[config.mk]
export PLATFORM = sky130hd
export DESIGN_NAME = resv_station
export DESIGN_NICKNAME = d
export VERILOG_FILES = /design/src/rtl/rs_pkg.sv /design/src/rtl/rs_pick_free.sv /design/src/rtl/rs_pick_oldest.sv /design/src/rtl/rs_regstat.sv /design/src/rtl/resv_station.sv
export SDC_FILE = /design/constraint.sdc
export NUM_CORES = 1
export LEC_CHECK = 0
export ABC_AREA = 1
export BUFFER_PORTS_ARGS = -buffer_cell sky130_fd_sc_hd__clkbuf_2
export CORE_MARGIN = 1
export CORE_UTILIZATION = 65
export CTS_BUF_LIST = sky130_fd_sc_hd__clkbuf_8
export CTS_CLUSTER_SIZE = 40
export DETAILED_ROUTE_END_ITERATION = 7
export GPL_ROUTABILITY_DRIVEN = 0
export HOLD_SLACK_MARGIN = 0.1
export PLACE_DENSITY = 0.83
export RECOVER_POWER = 100
export SLEW_MARGIN = 20
export SYNTH_ARGS = -nofsm -noshare
export SYNTH_HDL_FRONTEND = slang
export SYNTH_SLANG_ARGS = --single-unit
[constraint.sdc]
create_clock -name clk -period 7.5 [get_ports clk]
set_input_delay 1.5 -clock clk [delete_from_list [all_inputs] [get_ports clk]]
set_output_delay 1.5 -clock clk [all_outputs]
set_load 0.01 [all_outputs]
[src/rtl/rs_pkg.sv]
package rs_pkg;
  // Default geometry shared by the station and its bench-facing checker.
  localparam int RS_ENTRIES_DEF = 4;
  localparam int RS_REGS_DEF    = 8;
  localparam int RS_DATA_W_DEF  = 16;
  localparam int RS_OP_W_DEF    = 2;
  localparam int RS_AGE_W_DEF   = 8;
endpackage

[src/rtl/rs_pick_free.sv]
// Finds the lowest-numbered empty entry.
module rs_pick_free #(
  parameter int N  = 4,
  parameter int IW = 2
) (
  input  logic [N-1:0]  busy,
  output logic          found,
  output logic [IW-1:0] idx
);
  always_comb begin
    found = 1'b0;
    idx   = '0;
    for (int i = N - 1; i >= 0; i--) begin
      if (!busy[i]) begin
        found = 1'b1;
        idx   = IW'(i);
      end
    end
  end
endmodule

[src/rtl/rs_pick_oldest.sv]
// Among ready entries, selects the largest age; ties go to the lower index.
module rs_pick_oldest #(
  parameter int N  = 4,
  parameter int AW = 8,
  parameter int IW = 2
) (
  input  logic [N-1:0]  ready,
  input  logic [AW-1:0] age [N],
  output logic          found,
  output logic [IW-1:0] idx
);
  logic [AW-1:0] best;

  always_comb begin
    found = 1'b0;
    idx   = '0;
    best  = '0;
    for (int i = 0; i < N; i++) begin
      if (ready[i] && (!found || age[i] > best)) begin
        found = 1'b1;
        idx   = IW'(i);
        best  = age[i];
      end
    end
  end
endmodule

[src/rtl/rs_regstat.sv]
// Register values plus the pending-producer table used for renaming.
module rs_regstat #(
  parameter int NREGS = 8,
  parameter int DW    = 16,
  parameter int TW    = 3,
  parameter int RAW   = 3
) (
  input  logic           clk,
  input  logic           rst_n,
  input  logic           cdb_valid,
  input  logic [TW-1:0]  cdb_tag,
  input  logic [DW-1:0]  cdb_value,
  input  logic           set_en,
  input  logic [RAW-1:0] set_reg,
  input  logic [TW-1:0]  set_tag,
  input  logic [RAW-1:0] ra_a,
  input  logic [RAW-1:0] ra_b,
  input  logic [RAW-1:0] ra_dbg,
  output logic [TW-1:0]  tag_a,
  output logic [DW-1:0]  val_a,
  output logic [TW-1:0]  tag_b,
  output logic [DW-1:0]  val_b,
  output logic [TW-1:0]  tag_dbg,
  output logic [DW-1:0]  val_dbg
);
  logic [TW-1:0] stat_q [NREGS];
  logic [TW-1:0] stat_d [NREGS];
  logic [DW-1:0] rf_q   [NREGS];
  logic [NREGS-1:0] rf_we;

  always_comb begin
    for (int r = 0; r < NREGS; r++) begin
      rf_we[r]  = cdb_valid && (cdb_tag != '0) && (stat_q[r] == cdb_tag);
      stat_d[r] = rf_we[r] ? '0 : stat_q[r];
      if (set_en && set_reg == RAW'(r)) stat_d[r] = set_tag;
    end
  end

  always_ff @(posedge clk or negedge rst_n) begin
    if (!rst_n) begin
      for (int r = 0; r < NREGS; r++) begin
        stat_q[r] <= '0;
        rf_q[r]   <= '0;
      end
    end else begin
      for (int r = 0; r < NREGS; r++) begin
        stat_q[r] <= stat_d[r];
        if (rf_we[r]) rf_q[r] <= cdb_value;
      end
    end
  end

  assign tag_a   = stat_q[ra_a];
  assign val_a   = rf_q[ra_a];
  assign tag_b   = stat_q[ra_b];
  assign val_b   = rf_q[ra_b];
  assign tag_dbg = stat_q[ra_dbg];
  assign val_dbg = rf_q[ra_dbg];
endmodule

[src/rtl/resv_station.sv]
module resv_station
  import rs_pkg::*;
#(
  parameter int NUM_RS   = RS_ENTRIES_DEF,
  parameter int NUM_REGS = RS_REGS_DEF,
  parameter int DATA_W   = RS_DATA_W_DEF,
  parameter int OP_W     = RS_OP_W_DEF,
  parameter int AGE_W    = RS_AGE_W_DEF,
  parameter int TAG_W    = $clog2(NUM_RS + 1),
  parameter int RA_W     = $clog2(NUM_REGS)
) (
  input  logic              clk,
  input  logic              rst_n,
  input  logic              disp_valid,
  output logic              disp_ready,
  input  logic [OP_W-1:0]   disp_op,
  input  logic [RA_W-1:0]   disp_dst,
  input  logic [RA_W-1:0]   disp_src_a,
  input  logic [RA_W-1:0]   disp_src_b,
  input  logic              cdb_valid,
  input  logic [TAG_W-1:0]  cdb_tag,
  input  logic [DATA_W-1:0] cdb_value,
  input  logic              fu_ready,
  output logic              issue_valid,
  output logic [TAG_W-1:0]  issue_tag,
  output logic [OP_W-1:0]   issue_op,
  output logic [DATA_W-1:0] issue_opnd_a,
  output logic [DATA_W-1:0] issue_opnd_b,
  input  logic [RA_W-1:0]   rf_raddr,
  output logic [DATA_W-1:0] rf_rdata,
  output logic [TAG_W-1:0]  rf_rtag
);
  localparam int IW = (NUM_RS > 1) ? $clog2(NUM_RS) : 1;

  // Entry state
  logic [NUM_RS-1:0] busy_q, busy_d, issued_q, issued_d, ready;
  logic [OP_W-1:0]   op_q    [NUM_RS];
  logic [OP_W-1:0]   op_d    [NUM_RS];
  logic [TAG_W-1:0]  tag_a_q [NUM_RS];
  logic [TAG_W-1:0]  tag_a_d [NUM_RS];
  logic [TAG_W-1:0]  tag_b_q [NUM_RS];
  logic [TAG_W-1:0]  tag_b_d [NUM_RS];
  logic [DATA_W-1:0] val_a_q [NUM_RS];
  logic [DATA_W-1:0] val_a_d [NUM_RS];
  logic [DATA_W-1:0] val_b_q [NUM_RS];
  logic [DATA_W-1:0] val_b_d [NUM_RS];
  logic [AGE_W-1:0]  age_q   [NUM_RS];
  logic [AGE_W-1:0]  age_d   [NUM_RS];

  logic              alloc_found, pick_found, disp_fire, issue_fire;
  logic [IW-1:0]     alloc_idx, pick_idx;
  logic [TAG_W-1:0]  alloc_tag;
  logic [TAG_W-1:0]  rs_tag_a, rs_tag_b, nt_a, nt_b;
  logic [DATA_W-1:0] rs_val_a, rs_val_b, nv_a, nv_b;

  // Source resolution at dispatch: register value, same-cycle bus value, or wait on tag.
  function automatic logic [TAG_W+DATA_W-1:0] resolve(
    input logic [TAG_W-1:0]  st,
    input logic [DATA_W-1:0] rv,
    input logic              bv,
    input logic [TAG_W-1:0]  bt,
    input logic [DATA_W-1:0] bd
  );
    if (st == '0)            return {{TAG_W{1'b0}}, rv};
    else if (bv && bt == st) return {{TAG_W{1'b0}}, bd};
    else                     return {st, {DATA_W{1'b0}}};
  endfunction

  rs_pick_free #(.N(NUM_RS), .IW(IW)) u_free (
    .busy (busy_q),
    .found(alloc_found),
    .idx  (alloc_idx)
  );

  rs_pick_oldest #(.N(NUM_RS), .AW(AGE_W), .IW(IW)) u_pick (
    .ready(ready),
    .age  (age_q),
    .found(pick_found),
    .idx  (pick_idx)
  );

  rs_regstat #(.NREGS(NUM_REGS), .DW(DATA_W), .TW(TAG_W), .RAW(RA_W)) u_rst (
    .clk      (clk),
    .rst_n    (rst_n),
    .cdb_valid(cdb_valid),
    .cdb_tag  (cdb_tag),
    .cdb_value(cdb_value),
    .set_en   (disp_fire),
    .set_reg  (disp_dst),
    .set_tag  (alloc_tag),
    .ra_a     (disp_src_a),
    .ra_b     (disp_src_b),
    .ra_dbg   (rf_raddr),
    .tag_a    (rs_tag_a),
    .val_a    (rs_val_a),
    .tag_b    (rs_tag_b),
    .val_b    (rs_val_b),
    .tag_dbg  (rf_rtag),
    .val_dbg  (rf_rdata)
  );

  assign disp_ready = alloc_found;
  assign disp_fire  = disp_valid && alloc_found;
  assign alloc_tag  = TAG_W'(alloc_idx) + TAG_W'(1);
  assign issue_fire = pick_found && fu_ready;
  assign {nt_a, nv_a} = resolve(rs_tag_a, rs_val_a, cdb_valid, cdb_tag, cdb_value);
  assign {nt_b, nv_b} = resolve(rs_tag_b, rs_val_b, cdb_valid, cdb_tag, cdb_value);

  always_comb begin
    for (int i = 0; i < NUM_RS; i++) begin
      ready[i] = busy_q[i] && !issued_q[i] && (tag_a_q[i] == '0) && (tag_b_q[i] == '0);
    end
  end

  // Next-state logic for all entries
  always_comb begin
    busy_d   = busy_q;
    issued_d = issued_q;
    op_d     = op_q;
    tag_a_d  = tag_a_q;
    tag_b_d  = tag_b_q;
    val_a_d  = val_a_q;
    val_b_d  = val_b_q;
    age_d    = age_q;
    for (int i = 0; i < NUM_RS; i++) begin
      if (busy_q[i] && age_q[i] != '1) age_d[i] = age_q[i] + AGE_W'(1);
      if (cdb_valid && tag_a_q[i] != '0 && tag_a_q[i] == cdb_tag) begin
        tag_a_d[i] = '0;
        val_a_d[i] = cdb_value;
      end
      if (cdb_valid && tag_b_q[i] != '0 && tag_b_q[i] == cdb_tag) begin
        tag_b_d[i] = '0;
        val_b_d[i] = cdb_value;
      end
      if (issue_fire && pick_idx == IW'(i)) issued_d[i] = 1'b1;
      if (cdb_valid && cdb_tag == TAG_W'(i + 1)) begin
        busy_d[i]   = 1'b0;
        issued_d[i] = 1'b0;
      end
      if (disp_fire && alloc_idx == IW'(i)) begin
        busy_d[i]   = 1'b1;
        issued_d[i] = 1'b0;
        op_d[i]     = disp_op;
        age_d[i]    = '0;
        tag_a_d[i]  = nt_a;
        val_a_d[i]  = nv_a;
        tag_b_d[i]  = nt_b;
        val_b_d[i]  = nv_b;
      end
    end
  end

  always_ff @(posedge clk or negedge rst_n) begin
    if (!rst_n) begin
      busy_q   <= '0;
      issued_q <= '0;
      for (int i = 0; i < NUM_RS; i++) begin
        op_q[i]    <= '0;
        tag_a_q[i] <= '0;
        tag_b_q[i] <= '0;
        val_a_q[i] <= '0;
        val_b_q[i] <= '0;
        age_q[i]   <= '0;
      end
    end else begin
      busy_q   <= busy_d;
      issued_q <= issued_d;
      op_q     <= op_d;
      tag_a_q  <= tag_a_d;
      tag_b_q  <= tag_b_d;
      val_a_q  <= val_a_d;
      val_b_q  <= val_b_d;
      age_q    <= age_d;
    end
  end

  assign issue_valid  = pick_found;
  assign issue_tag    = TAG_W'(pick_idx) + TAG_W'(1);
  assign issue_op     = op_q[pick_idx];
  assign issue_opnd_a = val_a_q[pick_idx];
  assign issue_opnd_b = val_b_q[pick_idx];
endmodule

==> PnR_summary.wiki <==
{| class="wikitable"
! Metric !! Value
|-
| Outcome || finished, violations left
|-
| Violations in the final reports || max-capacitance violations, max-slew violations
|-
| Ratio of cells with drive above 1 in the final layout || 9.03%
|-
| Number of global-route vias before repair || 23,800
|-
| Area growth from synthesis to final layout || 8.88%
|-
| Chip Height || 190 µm
|-
| Core Area || 34,700 µm²
|-
| Finished layout cell area || 25,100 µm²
|-
| Leading cell types by count after synthesis || nand2_1, o21ai_0, inv_1
|-
| Number of detailed-routing iterations run before antenna repair || 8
|-
| Clock buffers created by TritonCTS || 61
|-
| Clk slew on worst S/H paths || 70 ps
|-
| Leakage || 13.0 nW
|-
| Actual transition at the worst max-transition pin || 3680 ps
|-
| Worst endpoint data arrival time || 5990 ps
|-
| Starting utilization of the core area || 66.4%
|-
| Inserted Diodes || 0
|-
| Library cell contributing the largest single delay on the critical path || dfrtp_1
|-
| Worst Path Required || 6000 ps
|-
| Class of the tightest hold or removal check || reg -> reg
|-
| Vias per cell || 6.25
|-
| Slew headroom || -146%
|-
| Total Routing Usage GR || 42.7%
|-
| Setup Viol. Count Final || 0
|-
| Most crowded layer after global routing || met2
|-
| Gr ovfl total || 0
|-
| Detailed placer's ending HPWL || 48,000 µm
|-
| Number of synthesized flops with an enable pin || 0
|-
| Area share of the largest cell type after synthesis || 38.2%
|-
| Post-CTS Hold Fix Bufs || 0
|-
| Syn avg cell area || 6.60 µm²
|-
| Hold violation total from the final report || 0
|-
| Critical path fanouts, max || 18
|-
| Area of placed instances || 23,500 µm²
|-
| Most frequent cell after synthesis || nand2_1
|-
| Overall die width || 190 µm
|-
| Maximum clock frequency || 0.134 GHz
|-
| WL per Instance || 19.8 µm
|-
| Flip-flop cell with the highest count after synthesis || dfrtp_1
|-
| DRT Wirelength || 79,200 µm
|-
| Yosys reg bits || 352
|-
| Longest individual stage delay on the worst path || 400 ps
|-
| Core Rows || 68
|-
| Top cell by count, worst path || nand2_1
|-
| DRC marker count from the first detailed-route iteration || 3,545
|-
| Cell area power density || 467 nW/µm²
|-
| Net Count, Synth || 3,570
|-
| Via count || 25,100
|-
| Die footprint || 36,200 µm²
|-
| Post-synthesis async set-or-reset flop share || 100%
|-
| Nets || 3,585
|-
| Overall Power || 11.7 mW
|-
| Maximum number of pins on one net before global-route repair || 144
|-
| Antenna-violating nets left || 0
|-
| Unique masters post-synth || 42
|-
| Number of I/O port buffers || 95
|-
| First-pass GRT wire length || 122,000 µm
|-
| Count of warnings emitted by yosys || 0
|-
| Number of instances in the synthesized netlist || 3,496
|-
| Ranking of synthesized cells by area || dfrtp_1, nand2_1, o21ai_0
|-
| Final max-slew violation count || 819
|-
| Portion of the clock cycle consumed by the worst path in the final layout || 99.9%
|-
| Met1 Use GR || 55.1%
|-
| Register area share after synthesis || 38.2%
|-
| Post-synthesis cell type with the largest combined area || dfrtp_1
|-
| Cell at the root of the clock tree || clkbuf_8
|-
| Met2 track demand over resource || 66.0%
|-
| Maximum Capacitance Violations || 17
|-
| Met3 track demand over resource in global routing || 11.3%
|-
| Source-to-sink clock delay at the later pin of the worst-skew pair || 690 ps
|-
| H-tree lvl count || 2
|-
| Setup CP Type || reg -> out
|-
| Number of placed I/O pins || 96
|-
| # clock sinks || 352
|-
| Post-layout min period || 7490 ps
|-
| DRC violation count after routing || 0
|-
| Maximum clock insertion buffer count || 3
|-
| Type of destination of the critical path || output pin
|-
| Initial antenna violation count || 1
|-
| Peak VDD IR || 0.000369 V
|-
| CP startpoint kind || register
|-
| CTS tree || built
|-
| Clock Skews || 35.5 ps
|-
| Area of the mapped netlist || 23,100 µm²
|}
[power breakdown]
| group | switching, mW | total, mW | internal (mW) |
|---|---|---|---|
| Clock | 0.849 | 1.79 | 0.938 |
| Combinational | 4.44 | 6.68 | 2.24 |
| Sequential | 0.577 | 3.27 | 2.69 |
[layer usage]
layer | part of all wire [%] | up-vias
met5 | 0 | -
met4 | 5.2 | 0
met3 | 15 | 403
met2 | 44 | 2032
met1 | 36 | 11400
li1 | - | 11300
[sequential cells by signal, indices dropped and copies added (netlist names)]
| name | count |
|---|---|
| tag_a_q | 12 |
| busy_q | 4 |
| op_q | 8 |
| u_rst.stat_q | 24 |
| issued_q | 4 |
| u_rst.rf_q | 128 |
| tag_b_q | 12 |
| val_b_q | 64 |
| age_q | 32 |
| val_a_q | 64 |
[cells by family after synthesis]
kind of cell,count (synthesis),share of synthesized area [%]
compound gates,847,19.7
xor+xnor,16,0.608
fa+ha+maj,36,1.95
buf+inv,697,12.1
flops,352,38.2
simple gates,1548,27.5
[cell usage in the layout, fill, tap and decap left out, drive strengths merged, types with 2 or more instances in the layout]
cell / count
a21oi: 154
a221oi: 10
a31oi: 19
buf: 37
clkbuf: 188
clkinv: 65
dfrtp: 352
ha: 36
inv: 461
nand2: 1093
nand3: 188
nand4: 16
nor2: 220
nor3: 26
nor4: 2
o21a: 3
o21ai: 497
o22ai: 160
or2: 5
xnor2: 11
xor2: 5
[final timing paths]
path / startpoint / endpoint / slack, ps / cells past startpoint
min in group asynchronous: rst_n / age_q[4] / 2060 / 1
hold reg to reg: u_rst.rf_q[111] / u_rst.rf_q[111] / 490 / 2
setup / recovery: tag_a_q[9] / issue_opnd_a[6] / 10 / 42
max in group asynchronous: rst_n / u_rst.rf_q[108] / 1700 / 2
setup reg to reg: busy_q[3] / issued_q[0] / 1300 / 11
hold / removal: u_rst.rf_q[111] / u_rst.rf_q[111] / 490 / 2
[repair_timing]
action,4_1_cts,5_1_grt
setup buffers,0,10
pin swaps,0,15
gates cloned,1,9
endpoints found under the setup margin,31,37
resized for setup,4,52
[cell type report]
class                      count  area, µm²
inverter                     496       1870
clock inverter                31        160
timing repair inverter         1       5.00
multi-input combinational   2450      11700
clock buffer                  76       1050
timing repair buffer         149        971
fill                        2750       9600
tap                          455        569
sequential                   352       8810
[worst max-delay path, delay by kind of cell, from the launching register on]
kind | cells | cell delay, ps
AOI/OAI and AO/OA | 3 | 410
DFF | 1 | 400
buffers and inverters | 6 | 700
adders and majority gates | 3 | 890
and+or+nand+nor | 30 | 2850
[per-stage QoR]
stage / hold slack, ps / TNS, ps / cells / util [%] / worst slack (ps)
floorplan: 453 / 0 / 3496 / - / 935
global placement: 467 / 0 / 3883 / 67.8 / 721
detailed placement: 473 / 0 / 3883 / 67.8 / 477
CTS: 487 / 0 / 3991 / 71.4 / 3.07
global route: 508 / -8360 / 4010 / 72.3 / -301
finish: 485 / 0 / 4010 / 72.3 / 10.1
No activity file was read; power rests on OpenSTA's default activity.
